<file path="src/rtl/bytepar_pkg.sv">
package bytepar_pkg;

   typedef enum logic {
      PAR_EVEN = 1'b0,
      PAR_ODD  = 1'b1
   } par_mode_e;

   // parity bit that makes a lane satisfy the mode, given xor of its data bits
   function automatic logic par_bit(input logic data_xor, input par_mode_e mode);
      return (mode == PAR_ODD) ? ~data_xor : data_xor;
   endfunction

   // lane failure, given xor of all lane bits including parity
   function automatic logic lane_bad(input logic lane_xor, input par_mode_e mode);
      return (mode == PAR_ODD) ? ~lane_xor : lane_xor;
   endfunction

endpackage

</file>
<file path="src/rtl/bytepar_tree.sv">
module bytepar_tree
   import bytepar_pkg::*;
#(
   parameter int LANE_W = 9
) (
   input  logic [LANE_W-1:0] lane,
   input  par_mode_e         mode,
   output logic              gen_bit,
   output logic              fail
);
   localparam int DATA_W = LANE_W - 1;

   logic data_xor;
   logic lane_xor;

   always_comb begin
      data_xor = ^lane[DATA_W-1:0];
      lane_xor = data_xor ^ lane[LANE_W-1];
      gen_bit  = par_bit(data_xor, mode);
      fail     = lane_bad(lane_xor, mode);
   end
endmodule

</file>
<file path="src/rtl/bytepar_shared.sv">
module bytepar_shared
   import bytepar_pkg::*;
#(
   parameter int BYTES  = 4,
   parameter int LANE_W = 9
) (
   input  logic [BYTES*LANE_W-1:0] bus_in,
   input  logic [BYTES*LANE_W-1:0] mail_data,
   input  logic                    mbox_gen,
   input  par_mode_e               mode,
   output logic [BYTES*LANE_W-1:0] mail_out,
   output logic                    err_n
);
   localparam int DATA_W = LANE_W - 1;

   logic [BYTES-1:0] fail_v;
   logic [BYTES-1:0] gen_v;

   for (genvar b = 0; b < BYTES; b++) begin : g_lane
      logic [LANE_W-1:0] tree_in;
      always_comb tree_in = mbox_gen ? mail_data[b*LANE_W +: LANE_W]
                                     : bus_in[b*LANE_W +: LANE_W];
      bytepar_tree #(.LANE_W(LANE_W)) u_tree (
         .lane    (tree_in),
         .mode    (mode),
         .gen_bit (gen_v[b]),
         .fail    (fail_v[b])
      );
      always_comb begin
         if (mbox_gen)
            mail_out[b*LANE_W +: LANE_W] = {gen_v[b], mail_data[b*LANE_W +: DATA_W]};
         else
            mail_out[b*LANE_W +: LANE_W] = mail_data[b*LANE_W +: LANE_W];
      end
   end

   always_comb err_n = mbox_gen | ~(|fail_v);

   // R4 mailbox generation keeps the flag inactive
   always_comb begin
      if (mbox_gen) p_flag_quiet_r4: assert (err_n == 1'b1);
   end
endmodule

</file>
<file path="src/rtl/bytepar_outreg.sv">
module bytepar_outreg
   import bytepar_pkg::*;
#(
   parameter int BYTES  = 4,
   parameter int LANE_W = 9
) (
   input  logic                    clk,
   input  logic                    rst_n,
   input  logic                    load,
   input  logic                    gen_en,
   input  par_mode_e               mode,
   input  logic [BYTES*LANE_W-1:0] rd_data,
   output logic [BYTES*LANE_W-1:0] rd_word
);
   localparam int DATA_W = LANE_W - 1;
   localparam int WORD_W = BYTES * LANE_W;

   logic [WORD_W-1:0] next_word;

   for (genvar b = 0; b < BYTES; b++) begin : g_lane
      logic gbit;
      logic unused_fail;
      bytepar_tree #(.LANE_W(LANE_W)) u_tree (
         .lane    (rd_data[b*LANE_W +: LANE_W]),
         .mode    (mode),
         .gen_bit (gbit),
         .fail    (unused_fail)
      );
      always_comb begin
         next_word[b*LANE_W +: DATA_W] = rd_data[b*LANE_W +: DATA_W];
         next_word[b*LANE_W + DATA_W]  = gen_en ? gbit : rd_data[b*LANE_W + DATA_W];
      end
   end

   always_ff @(posedge clk or negedge rst_n) begin
      if (!rst_n)    rd_word <= '0;
      else if (load) rd_word <= next_word;
   end

   // R9 register holds without a load
   p_hold_r9: assert property (@(posedge clk) disable iff (!rst_n)
      !load |=> $stable(rd_word));
   // R8 raw load keeps all bits
   p_raw_load_r8: assert property (@(posedge clk) disable iff (!rst_n)
      (load && !gen_en) |=> (rd_word == $past(rd_data)));
endmodule

</file>
<file path="src/rtl/bytepar_port.sv">
module bytepar_port
   import bytepar_pkg::*;
#(
   parameter int BYTES  = 4,
   parameter int LANE_W = 9
) (
   input  logic                    clk,
   input  logic                    rst_n,
   input  logic                    odd_sel,
   input  logic                    cs_n,
   input  logic                    en,
   input  logic                    wr_rd,
   input  logic                    mbox_sel,
   input  logic                    gen_en,
   input  logic [BYTES*LANE_W-1:0] bus_in,
   input  logic [BYTES*LANE_W-1:0] mail_data,
   output logic [BYTES*LANE_W-1:0] mail_out,
   input  logic                    rd_load,
   input  logic [BYTES*LANE_W-1:0] rd_data,
   output logic [BYTES*LANE_W-1:0] rd_word,
   output logic                    err_n
);
   localparam int WORD_W = BYTES * LANE_W;

   if (LANE_W < 2) begin : g_bad_lane
      $error("LANE_W must leave room for data and parity");
   end
   if (BYTES < 1) begin : g_bad_bytes
      $error("BYTES must be at least one");
   end

   par_mode_e mode;
   logic      mbox_rd;
   logic      mbox_gen;

   always_comb begin
      mode     = odd_sel ? PAR_ODD : PAR_EVEN;
      mbox_rd  = !cs_n && en && !wr_rd && mbox_sel;
      mbox_gen = mbox_rd && gen_en;
   end

   bytepar_shared #(.BYTES(BYTES), .LANE_W(LANE_W)) u_shared (
      .bus_in    (bus_in),
      .mail_data (mail_data),
      .mbox_gen  (mbox_gen),
      .mode      (mode),
      .mail_out  (mail_out),
      .err_n     (err_n)
   );

   bytepar_outreg #(.BYTES(BYTES), .LANE_W(LANE_W)) u_outreg (
      .clk     (clk),
      .rst_n   (rst_n),
      .load    (rd_load),
      .gen_en  (gen_en),
      .mode    (mode),
      .rd_data (rd_data),
      .rd_word (rd_word)
   );

   // R5 each generated mail lane carries the selected parity
   for (genvar b = 0; b < BYTES; b++) begin : g_chk
      p_mail_lane_r5: assert property (@(posedge clk) disable iff (!rst_n)
         mbox_gen |-> ((^mail_out[b*LANE_W +: LANE_W]) == odd_sel));
      p_fifo_lane_r7: assert property (@(posedge clk) disable iff (!rst_n)
         (rd_load && gen_en) |=> ((^rd_word[b*LANE_W +: LANE_W]) == $past(odd_sel)));
   end

   // R6 mail word passes through untouched without generation
   p_mail_pass_r6: assert property (@(posedge clk) disable iff (!rst_n)
      !mbox_gen |-> (mail_out == mail_data));

   logic unused_w;
   always_comb unused_w = ^WORD_W;
endmodule

</file>
<file path="config.mk">
export PLATFORM = sky130hd
export DESIGN_NAME = bytepar_port
export DESIGN_NICKNAME = d
export VERILOG_FILES = /design/src/rtl/bytepar_pkg.sv /design/src/rtl/bytepar_tree.sv /design/src/rtl/bytepar_shared.sv /design/src/rtl/bytepar_outreg.sv /design/src/rtl/bytepar_port.sv
export SDC_FILE = /design/constraint.sdc
export NUM_CORES = 1
export LEC_CHECK = 0
export BUFFER_PORTS_ARGS = -buffer_cell sky130_fd_sc_hd__buf_2
export CORE_MARGIN = 4
export CORE_UTILIZATION = 45
export DETAILED_ROUTE_END_ITERATION = 12
export GPL_ROUTABILITY_DRIVEN = 0
export GPL_TIMING_DRIVEN = 0
export HOLD_SLACK_MARGIN = 0.06
export PLACE_DENSITY = 0.86
export REMOVE_ABC_BUFFERS = 1
export SKIP_CTS_REPAIR_TIMING = 1
export SKIP_LAST_GASP = 1
export SYNTH_ARGS = -nofsm -noshare
export SYNTH_HDL_FRONTEND = slang
export SYNTH_SLANG_ARGS = --single-unit
export TNS_END_PERCENT = 5
</file>
<file path="constraint.sdc">
create_clock -name clk -period 4.09 [get_ports clk]
set_clock_uncertainty 0.1 [all_clocks]
set_input_delay 0.818 -clock clk [delete_from_list [all_inputs] [get_ports clk]]
set_output_delay 0.818 -clock clk [all_outputs]
set_load 0.03 [all_outputs]
</file>
# Word level (Yosys, flattened, before mapping)
# Cells that the tools add are included.
# word_totals
memories	0
ram_bits	0
register_bits	36
latch_bits	0
mem_bits_ro	0
elab_cells	59
out_inout_bits	73
inputBits	117
# classes
order_cmp	0
n_addsub	0
n_mul	0
mux	25
n_eq_ne	0
reduce_logical	15
n_div	0
bitwise_logic	18
shifts	0
# op_table
cell	count
2-to-1 mux 9 bit	8
parity 8 bit	8
2-to-1 mux 1 bit	17
NOT 1 bit	13
logical AND 1 bit	4
OR reduction 4 bit	1
bitwise XOR 1 bit	4
zero test 1 bit	2
bitwise OR 1 bit	1

# Longest topological paths before layout
# Gate-level depths: netlist of run 1.
# logic_depth
word_depth	13
mapped_depth	7
mapped_depth_nobuf	6

# Hierarchy
# A second synthesis of run 1 with hierarchy kept.
# unflattened
cells_unflattened	230
hier_area_um2	3180.6
# modules_own_cells
mod	seq_area_each_um2	area_each_um2	cells_per_inst	instances
bytepar_outreg	900.9	1386.3	85	1
bytepar_shared	0.0	940.9	79	1
bytepar_tree	0.0	105.1	8	8
bytepar_port	0.0	12.5	2	1

# Worst setup path before layout of run 1
# Ideal clock, no wire load.
# synth_timing
path_kind	input -> output
start	in mail_data[9]
end	out err_n
required_time_ns	3.172
n_path_buf	0
setup_slack_ns	0.086
stages	6
arrival_ns	3.086
path_cell_list	xnor3_2 -> xnor3_2 -> mux2i_4 -> xnor3_1 -> or3b_1 -> o31ai_1
# synth_via
elab_chain_cells	8
# synth_lines
item	line	rtl
start, declared	bytepar_port.sv:16	input logic [BYTES*LANE_W-1:0] mail_data,
2-to-1 mux 9 bit *	bytepar_shared.sv:21	always_comb tree_in = mbox_gen ? mail_data[b*LANE_W +: LANE_W]
parity 8 bit *	bytepar_tree.sv:17	data_xor = ^lane[DATA_W-1:0];
bitwise XOR 1 bit *	bytepar_tree.sv:18	lane_xor = data_xor ^ lane[LANE_W-1];
NOT 1 bit	bytepar_pkg.sv:15	return (mode == PAR_ODD) ? ~lane_xor : lane_xor;
2-to-1 mux 1 bit *	bytepar_pkg.sv:15	
OR reduction 4 bit *	bytepar_shared.sv:37	always_comb err_n = mbox_gen | ~(|fail_v);
NOT 1 bit *	bytepar_shared.sv:37	
bitwise OR 1 bit *	bytepar_shared.sv:37	
end, declared	bytepar_port.sv:21	output logic err_n
# Every way passes the cells marked *; elsewhere a longest branch is shown, timed or not.

# Worst setup path after layout of run 1
# layout_timing
start	in wr_rd
end	out err_n
# layout_via
elab_chain_cells	12
word_cells_on_any_way	27
classes_between	mux: 8; bitwise: 10; reduce/logical: 9
# layout_lines
item	line	rtl
start, declared	bytepar_port.sv:12	input logic wr_rd,
zero test 1 bit *	bytepar_port.sv:38	mbox_rd = !cs_n && en && !wr_rd && mbox_sel;
logical AND 1 bit * (2 in a row)	bytepar_port.sv:38	
logical AND 1 bit *	bytepar_port.sv:39	mbox_gen = mbox_rd && gen_en;
2-to-1 mux 9 bit	bytepar_shared.sv:21	
parity 8 bit	bytepar_tree.sv:17	
bitwise XOR 1 bit	bytepar_tree.sv:18	
NOT 1 bit	bytepar_pkg.sv:15	
2-to-1 mux 1 bit	bytepar_pkg.sv:15	
OR reduction 4 bit	bytepar_shared.sv:37	
NOT 1 bit	bytepar_shared.sv:37	
bitwise OR 1 bit *	bytepar_shared.sv:37	
# Marks and branches as above.

==> reports/metrics.csv, run 1 <==
stage,metric,value,unit
floorplan,cell row count,28,
timing,minimum clock period,3.90,ns
finish,multi-input logic area,1540,um2
finish,diodes inserted,0,
global_routing,GRT Util Overall,17.4,%
power_and_ir_drop,Total Power,1.29,mW
power_and_ir_drop,pwr dens,360,nW/um2
worst_setup_path,depth of the worst register-to-register path,1,
clock_network,CTS root buf,clkbuf_8,
worst_setup_path,startpoint types,input port,
finish,Area Growth Syn to Fin,31.2,%
worst_setup_path,critical path's most frequent cell,buf_2,
timing,Setup Viol. Count Final,0,
clock_network,Clock Tree Buf Depth,2,
worst_setup_path,crit-path cells,buf_2 > and4bb_4 > nand2_2 > mux2i_4 > xnor3_1 > or3b_1 > o31ai_1 > buf_2,
finish,flip-flop and latch area,901,um2
clock_network,CTS Sinks,36,
detailed_routing,drt wl/cell,14.6,um
detailed_routing,final WL,6840,um
placed_design,I/O Buffers,189,
worst_setup_path,arrival time of the worst setup path,2.98,ns
clock_network,CTS Buf Count,5,
finish,max reg flops,36,
timing,setup_tns,0,ns
timing,Max-Slew Margin vs Limit,44.5,%
timing,Tcrit/Tclk final,95.3,%
synth,synthesized area per cell,11.7,um2
power_and_ir_drop,Leak,1.86,nW
synth,sequential element share of the synthesized area,32.9,%
clock_network,CTS tree,yes,
synth,Post-synth EDFFs,0,
worst_setup_path,"reg-to-reg slack, setup",3.21,ns
floorplan,die area,7400,um2
finish,fillers,511,
worst_setup_path,CP max FO,14,
run_status,outcome,completed,
hold_path,type of the most critical hold path,register to register,
finish,Final nets,508,
timing,Setup WS post-layout,0.194,ns
synth,Post-Syn Instances,234,
worst_setup_path,reg-to-reg startpoint,u_outreg.rd_word[7],
synth,mapped cell area,2740,um2
worst_setup_path,Setup Crit Path Kind,input port to primary output,
detailed_routing,DRC,0,
floorplan,Starting Density,46.3,%
worst_setup_path,CP peak stage delay,0.39,ns
placed_design,Detail Placement HPWL,5830,um
detailed_routing,DR vias/cell,4.66,
hold_path,WHS Path Cells,1,
synth,ys flop type,dfrtp_1,
finish,Biggest register,u_outreg.rd_word,
global_routing,number of global-route vias before repair,2366,
global_routing,initial antenna violation count,0,
job,Max-Cap Viols,0,
floorplan,Die W,86.0,um
detailed_routing,vias,2178,
floorplan,die height,86.0,um
placed_design,dpl ws,0.175,ns
synth,YS warnings,0,
worst_setup_path,crit path capture type,primary output,
finish,most frequent cells in the layout,"buf_2 (189), xnor2_1 (56), dfrtp_1 (36)",
clock_network,clk_lat worst skew,0.28,ns
hold_path,hold_sp,u_outreg.rd_word[33],
synth,synthesized flop and latch total,36,
worst_setup_path,Critical Path RT,3.17,ns
detailed_routing,DR pass1 iterations,4,
timing,Final Max Slew Viols,0,
timing,Worst Tran Pin Value,0.832,ns
global_routing,first-pass GRT wire length,10300,um
detailed_routing,post-route ant nets,0,
finish,Largest regs,u_outreg.rd_word (36),
synth,post-synth cell types,32,
floorplan,core area,5920,um2
detailed_routing,DR iter-0 viols,24,
hold_path,WHS Endpoint,u_outreg.rd_word[33],
global_routing,total gr overflow,0,
finish,layout cells sized above 1,60.7,%
timing,RSZ-0062 raised after global routing,false,
clock_network,"Clk pin slew, worst setup/hold paths",0.07,ns
global_routing,pin count of the biggest net entering global routing,41,
timing,"Hold Violations, Final",0,
worst_setup_path,Worst path slowest cell,or3b_1,
worst_setup_path,RR Endpoint,u_outreg.rd_word[7],
floorplan,I/O pins,190,
power_and_ir_drop,maximum vdd drop,0.246,mV
clock_network,H-tree levels,2,
finish,"most common cell after layout, fill and taps aside",buf_2,
timing,max frequency,257,MHz
synth,async set-or-reset flop fraction in the synthesized netlist,100,%
-- power by group --
group,switching [mW],internal [mW],total [mW]
clock network,0.120,0.181,0.301
logic,0.307,0.267,0.574
registers,0.0208,0.397,0.418
-- per-layer routing --
metal | routed length (um) | global-route usage [%] | up-vias
met5 | 0 | 0 | -
met4 | 35 | 3.45 | 0
met2 | 3800 | 34.8 | 96
met1 | 2360 | 17.9 | 1012
li1 | - | - | 1066
met3 | 641 | 4.51 | 4
-- logic make-up after synthesis --
logic type                count (synthesis)  synth area share (%)
AOI/OAI and AO/OA                        14                  3.11
muxes                                    41                  16.9
DFF                                      36                  32.9
and+or+nand+nor                          20                  4.11
xor gates and xnor gates                 83                  32.2
buffers and inverters                    40                  10.8
-- worst max-delay path by stage --
| stage | slack (ns) | end | cells after the start | startpoint |
|---|---|---|---|---|
| after detailed placement | 0.17 | err_n | 8 | wr_rd |
| after CTS | 0.17 | err_n | 8 | wr_rd |
| after global placement | 0.19 | err_n | 8 | wr_rd |
| after global routing | 0.02 | err_n | 8 | wr_rd |
| final | 0.19 | err_n | 8 | wr_rd |
| after floorplan | 0.09 | err_n | 6 | mail_data[9] |
-- synthesized netlist by cell type, types with 2 or more instances --
cell      number  area share [%]
buf_1          2            0.27
mux2i_1        8             2.9
dfrtp_1       36              33
mux2_2        32              13
buf_4         32             8.8
xnor3_2        4             3.5
xor2_1        16             5.1
nor2_1         5            0.69
buf_6          2            0.82
nand2_1        6            0.82
xnor3_1        7             5.8
clkbuf_1       2            0.27
a21oi_1        5            0.91
o21ai_0        4            0.73
xnor2_1       56              18
-- critical path, delay by kind of cell --
family,cells,cell delay (ns)
compound gates,1,0.24
xor+xnor,1,0.32
buf+inv,2,0.34
mux,1,0.27
simple gates,3,0.98
-- metrics by stage --
stage	std cells	hold WS (ns)	instance area (um2)	util, %
final	467	0.402	3600	60.7
after global routing	467	0.419	3600	60.7
after CTS	467	0.408	3600	60.7
after detailed placement	459	0.391	3490	58.9
after global placement	459	0.385	3490	58.9
after floorplan	195	0.422	2450	-
-- area by class of cell --
class	count	area share [%]
Sequential cell	36	25.1
Clock buffer	6	2.02
Tap cell	75	2.61
Clock inverter	2	0.974
Inverter	1	0.104
Timing Repair Buffer	189	26.3
Multi-Input combinational cell	158	42.9
Power figures use the tool's default switching activity.
==> run 2, diff against run 1 <==
ABC_AREA = 1   (was default)
CORE_UTILIZATION = 47   (was 45)
PLACE_DENSITY = 0.87   (was 0.86)
==> run 2 against run 1 <==
  * Sequential share of layout area shrank 1.7 points
  * Setup slack gained 0.084 ns
  * Area after synthesis grew 9.0%
  * Synthesized cell count grew 60%
  * Final cell count grew 30%
  * Power shrank 2.2%
  * Sequential cell count is the same
  * Maximum frequency grew 2.2%
  * Die area grew 4.0%
  * Core utilization grew 3.0 points
  * Critical endpoint unchanged
  * Largest power group unchanged
==> reports/metrics.csv, run 2 <==
stage,metric,value,unit,change
run_status,outcome,completed,,
clock_network,H-tree levels,2,,unchanged
floorplan,die height,87.7,um,+2.0%
finish,Biggest register,u_outreg.rd_word,,
synth,post-synth cell types,27,,-16%
worst_setup_path,Critical Path RT,3.17,ns,about the same
hold_path,type of the most critical hold path,register to register,,
global_routing,pin count of the biggest net entering global routing,41,,unchanged
clock_network,CTS Sinks,36,,unchanged
synth,"count leader, synth",nand2_1,,
clock_network,CTS Buf Count,5,,unchanged
synth,top post-synthesis cells by area,"dfrtp_1 (30%), nand2_1 (13%), mux2_2 (12%)",,
floorplan,Starting Density,49.3,%,+3.0 points
global_routing,initial antenna violation count,0,,unchanged
floorplan,I/O pins,190,,unchanged
global_routing,number of global-route vias before repair,2940,,+24%
timing,RSZ-0062 raised after global routing,false,,
synth,Synth top area share,30.2,%,-2.7 points
worst_setup_path,crit path capture type,primary output,,
worst_setup_path,reg-to-reg startpoint,u_outreg.rd_word[12],,
finish,layout cells sized above 1,47.1,%,-14 points
detailed_routing,final WL,8330,um,+22%
detailed_routing,vias,2951,,+35%
worst_setup_path,critical path launch point,wr_rd,,
synth,ys flop type,dfrtp_1,,
job,Max-Cap Viols,0,,unchanged
placed_design,dpl ws,-0.260,ns,-0.435 ns
worst_setup_path,startpoint types,input port,,
finish,"most common cell after layout, fill and taps aside",buf_2,,
synth,Post-Syn Instances,375,,+60%
detailed_routing,DR iter-0 viols,66,,+180%
synth,synthesized flop and latch total,36,,unchanged
global_routing,GRT Util Overall,20.5,%,+3.1 points
timing,Setup WS post-layout,0.278,ns,+0.0836 ns
hold_path,hold_sp,u_outreg.rd_word[7],,
clock_network,clk_lat worst skew,0.28,ns,about the same
timing,Tcrit/Tclk final,93.2,%,-2.0 points
floorplan,cell row count,28,,unchanged
detailed_routing,DRC,0,,unchanged
clock_network,CTS root buf,clkbuf_8,,
worst_setup_path,arrival time of the worst setup path,2.89,ns,-0.09 ns
timing,"Hold Violations, Final",0,,unchanged
global_routing,M1 GR Usage,20.4,%,+2.5 points
timing,max frequency,262,MHz,+2.2%
timing,minimum clock period,3.81,ns,-0.0836 ns
synth,sequential element share of the synthesized area,30.2,%,-2.7 points
timing,Setup Viol. Count Final,0,,unchanged
power_and_ir_drop,pwr dens,327,nW/um2,-9.0%
clock_network,CTS tree,yes,,
finish,max reg flops,36,,unchanged
timing,Worst Tran Pin Value,0.813,ns,-0.0187 ns
synth,YS warnings,0,,unchanged
placed_design,I/O Buffers,189,,unchanged
worst_setup_path,CP max FO,19,,+5
power_and_ir_drop,Leak,2.15,nW,+16%
finish,Final nets,647,,+27%
global_routing,GR Util met2,40.6,%,+5.8 points
power_and_ir_drop,maximum vdd drop,0.354,mV,+44%
timing,WHS,0.403,ns,+0.000627 ns
clock_network,Clock Tree Buf Depth,2,,unchanged
finish,Largest regs,u_outreg.rd_word (36),,
global_routing,busiest layer in global routing,met2,,
detailed_routing,post-route ant nets,0,,unchanged
detailed_routing,drt wl/cell,13.7,um,-6.1%
global_routing,GRT met3 Usage,6.96,%,+2.4 points
finish,diodes inserted,0,,unchanged
detailed_routing,DR vias/cell,4.87,,+4.4%
floorplan,die area,7700,um2,+4.0%
synth,"area leader, netlist",dfrtp_1,,
placed_design,Detail Placement HPWL,6600,um,+13%
timing,Max-Slew Margin vs Limit,45.8,%,+1.2 points
floorplan,Die W,87.7,um,+2.0%
worst_setup_path,"reg-to-reg slack, setup",3.19,ns,-0.02 ns
global_routing,first-pass GRT wire length,12800,um,+23%
synth,synth cell count leaders,"nand2_1 (104), dfrtp_1 (36), inv_1 (35)",,
finish,most frequent cells in the layout,"buf_2 (189), nand2_1 (104), dfrtp_1 (36)",,
timing,Final Max Slew Viols,0,,unchanged
worst_setup_path,Setup Crit Path Kind,input port to primary output,,
synth,async set-or-reset flop fraction in the synthesized netlist,100,%,unchanged
synth,mapped cell area,2990,um2,+9.0%
detailed_routing,DR pass1 iterations,4,,unchanged
synth,Post-synth EDFFs,0,,unchanged
clock_network,"Clk pin slew, worst setup/hold paths",0.07,ns,about the same
global_routing,total gr overflow,0,,unchanged
finish,Area Growth Syn to Fin,29.3,%,
floorplan,core area,6060,um2,+2.4%
synth,synthesized area per cell,7.97,um2,-32%
-- run 2: final cells by class --
class,instances,area [um2]
sequential,36,901
inverter,37,139
clock buffer,7,96.3
timing repair buffer,189,946
clock inverter,1,30.0
fill,528,2200
tap,75,93.8
multi-input combinational,261,1660
-- run 2: path summary, 6_finish.rpt --
kind	to	depth (start not counted)
max	err_n	17
min	u_outreg.rd_word[7]	1
max reg2reg	u_outreg.rd_word[12]	1
min reg2reg	u_outreg.rd_word[7]	1
max in group asynchronous	u_outreg.rd_word[29]	1
min in group asynchronous	u_outreg.rd_word[0]	1
-- run 2: stage by stage --
stage / setup TNS, ns / power [mW] / util (%) / std cells / area, um2
2_1_floorplan: 0 / 0.710 / - / 333 / 2690
3_3_place_gp: -0.148 / 0.912 / 61.5 / 597 / 3720
3_5_place_dp: -0.596 / 0.930 / 61.5 / 597 / 3720
4_1_cts: -0.645 / 1.27 / 63.5 / 605 / 3850
5_1_grt: 0 / 1.34 / 63.7 / 606 / 3860
6_report: 0 / 1.26 / 63.7 / 606 / 3860
-- run 2: worst max-delay path: stages --
cell and delay (ns):
buf_2 0.09, inv_1 0.10, nand3_1 0.19, nor2_2 0.60, o21ai_1 0.17, inv_1 0.08, nand2_1 0.06, nand2_1 0.07
inv_1 0.04, nand3_1 0.09, nand2_1 0.08, nand2_1 0.07, nand2_1 0.05, nor2_1 0.08, nand2_1 0.05, nand2_1 0.04
buf_2 0.20
-- run 2: where the power goes --
part           internal [mW]  switching (mW)
Clock                  0.215           0.124
Combinational          0.193           0.317
Sequential             0.394          0.0204
-- run 2: routing by layer --
layer	wire length (um)	up-vias	part of all wire, %
li1	-	1463	-
met1	2890	1338	35
met2	4360	138	52
met3	977	12	12
met4	90	0	1.1
met5	0	-	0
-- run 2: logic make-up (layout without fill, tap and decap cells) --
logic type             count (synthesis)  count (layout)  share of synthesized area, %
AND/OR/NAND/NOR                      147             148                          22.2
XOR/XNOR                              54              54                          15.8
AO/OA/AOI/OAI                         27              27                          4.98
multiplexers                          32              32                          12.1
flip-flops                            36              36                          30.2
buffers and inverters                 79             234                          14.8
==> run 3, diff against run 2 <==
CORE_ASPECT_RATIO = 0.6   (was default)
==> run 3 against run 2 <==
  * Maximum frequency is 1.2% higher
  * Critical path depth up 1
  * Final area grew 0.16%
  * Core utilization shrank 0.70 points
  * Final cell count grew 1.5%
  * Clock-buffer cell count unchanged
  * Via count fell by 2.1%
  * Sequential power is essentially flat
  * Hold slack improved by 0.0024 ns
  * Combinational power barely moved
==> reports/metrics.csv, run 3 (synthesis gave the netlist of run 2 again) <==
stage,metric,value,unit,change
run_status,outcome,completed,,
placed_design,I/O Buffers,189,,unchanged
worst_setup_path,Setup Crit Path Kind,input port to primary output,,
worst_setup_path,Critical Path RT,3.17,ns,about the same
power_and_ir_drop,Leak,2.14,nW,-0.26%
worst_setup_path,critical path's most frequent cell,nand2_1,,
floorplan,Die W,111,um,+26%
finish,most frequent cells in the layout,"buf_2 (189), nand2_1 (104), dfrtp_1 (36)",,
finish,Final nets,648,,+0.15%
power_and_ir_drop,share of power burned in registers,34.6,%,+1.8 points
timing,Worst Tran Pin Value,0.862,ns,+0.0492 ns
detailed_routing,final WL,8230,um,-1.2%
floorplan,cell row count,22,,-21%
floorplan,Starting Density,48.7,%,-0.62 points
power_and_ir_drop,net switching power,0.454,mW,-1.6%
hold_path,type of the most critical hold path,register to register,,
clock_network,"Clk pin slew, worst setup/hold paths",0.07,ns,about the same
placed_design,placed instance count,606,,+1.5%
global_routing,pin count of the biggest net entering global routing,41,,unchanged
power_and_ir_drop,switch share,38.1,%,+1.6 points
clock_network,clk_lat worst skew,0.27,ns,about the same
clock_network,CTS tree,yes,,
clock_network,Clock Tree Buf Depth,2,,unchanged
power_and_ir_drop,combinational share of power,43.1,%,+2.7 points
detailed_routing,drt wl/cell,13.4,um,-2.6%
timing,WHS,0.405,ns,+0.00239 ns
placed_design,dpl ws,-0.327,ns,-0.0673 ns
floorplan,die area,7740,um2,+0.55%
detailed_routing,DR pass1 iterations,4,,unchanged
clock_network,CTS root buf,clkbuf_8,,
power_and_ir_drop,Total Power,1.19,mW,-5.7%
finish,max reg flops,36,,unchanged
finish,"most common cell after layout, fill and taps aside",buf_2,,
worst_setup_path,arrival time of the worst setup path,2.85,ns,-0.04 ns
worst_setup_path,Worst path slowest cell,nand3_1,,
detailed_routing,DRC,0,,unchanged
worst_setup_path,crit-path cells,buf_2 > inv_1 > nand3_1 > nor2_4 > buf_12 > nand2_1 > o21ai_1 > nand3_1 > nand2_1 > inv_1 > nand3_1 > nand2_1 > nand2_1 > nand2_1 > nor2_1 > nand2_1 > nand2_1 > buf_2,,
timing,Setup Viol. Count Final,0,,unchanged
timing,"Hold Violations, Final",0,,unchanged
worst_setup_path,CP max FO,19,,unchanged
global_routing,total gr overflow,0,,unchanged
placed_design,Detail Placement HPWL,6710,um,+1.6%
global_routing,GRT Util Overall,19.9,%,-0.60 points
finish,diodes inserted,0,,unchanged
worst_setup_path,critical path launch point,wr_rd,,
power_and_ir_drop,maximum vdd drop,0.198,mV,-44%
timing,Max-Slew Margin vs Limit,42.5,%,-3.3 points
timing,RSZ-0062 raised after global routing,false,,
timing,Tcrit/Tclk final,92.1,%,-1.1 points
floorplan,core area,6140,um2,+1.3%
timing,max frequency,265,MHz,+1.2%
power_and_ir_drop,clock power share,22.3,%,-4.5 points
clock_network,CTS Buf Count,5,,unchanged
power_and_ir_drop,Pint,0.738,mW,-8.0%
timing,Final Max Slew Viols,0,,unchanged
hold_path,hold_sp,u_outreg.rd_word[20],,
floorplan,die height,69.8,um,-20%
detailed_routing,post-route ant nets,0,,unchanged
finish,Biggest register,u_outreg.rd_word,,
global_routing,first-pass GRT wire length,12800,um,unchanged
global_routing,initial antenna violation count,0,,unchanged
power_and_ir_drop,pwr dens,308,nW/um2,-5.8%
job,Max-Cap Viols,0,,unchanged
worst_setup_path,"reg-to-reg slack, setup",3.22,ns,+0.03 ns
detailed_routing,DR iter-0 viols,127,,+92%
worst_setup_path,startpoint types,input port,,
timing,minimum clock period,3.77,ns,-0.0441 ns
detailed_routing,DR vias/cell,4.70,,-3.5%
finish,final std cells w/o fill,615,,+1.5%
worst_setup_path,CP peak stage delay,0.24,ns,-0.36 ns
finish,Area Growth Syn to Fin,29.5,%,
floorplan,I/O pins,190,,unchanged
finish,Largest regs,u_outreg.rd_word (36),,
global_routing,number of global-route vias before repair,2809,,-4.5%
worst_setup_path,reg-to-reg startpoint,u_outreg.rd_word[16],,
detailed_routing,vias,2890,,-2.1%
clock_network,H-tree levels,2,,unchanged
worst_setup_path,crit path capture type,primary output,,
timing,Setup WS post-layout,0.322,ns,+0.0441 ns
clock_network,CTS Sinks,36,,unchanged
finish,layout cells sized above 1,47.1,%,unchanged
-- run 3: cell types whose count changed in the layout (fill, tap and decap cells not counted) --
cell / before / now
nor2_2: 1 / 0
nor2_4: 2 / 3
bufinv_16: 1 / 0
buf_12: 0 / 1
-- run 3: critical path, delay by kind of cell --
kind | cells | cell delay [ns]
buf+inv | 5 | 0.61
compound gates | 1 | 0.17
simple gates | 12 | 1.23
-- run 3: final cells by class --
| cell class | instances | area, um2 |
|---|---|---|
| Clock buffer | 7 | 96.3 |
| Fill cell | 545 | 2270 |
| Inverter | 37 | 139 |
| Multi-Input combinational cell | 261 | 1660 |
| Sequential cell | 36 | 901 |
| Tap cell | 84 | 105 |
| Timing Repair Buffer | 190 | 966 |
-- run 3: path summary, 6_finish.rpt --
| kind | cells past startpoint | to |
|---|---|---|
| setup / recovery | 18 | err_n |
| hold reg to reg | 1 | u_outreg.rd_word[20] |
| setup reg to reg | 1 | u_outreg.rd_word[16] |
| min in group asynchronous | 1 | u_outreg.rd_word[21] |
| max in group asynchronous | 1 | u_outreg.rd_word[15] |
| hold / removal | 1 | u_outreg.rd_word[20] |
-- run 3: power by group through the flow --
stage | combinational (mW) | sequential [mW] | clock (mW)
after floorplan | 0.212 | 0.498 | 0
after global placement | 0.499 | 0.417 | 0
after detailed placement | 0.513 | 0.419 | 0
after CTS | 0.514 | 0.413 | 0.277
after global routing | 0.561 | 0.418 | 0.292
final | 0.514 | 0.413 | 0.266
-- run 3: metrics by stage --
stage          instance area (um2)  utilization (%)  setup TNS (ns)
6_report                      3870             63.0               0
5_1_grt                       3870             63.0               0
4_1_cts                       3830             62.4          -0.719
3_5_place_dp                  3740             60.9          -0.673
3_3_place_gp                  3740             60.9          -0.122
2_1_floorplan                 2690                -               0
-- run 3: routing by layer --
layer,global-route usage (%),vias up,routed length [um]
met5,0,-,0
li1,-,1460,-
met3,6.45,6,728
met2,34.4,120,3990
met4,3.28,0,53
met1,24.9,1304,3450
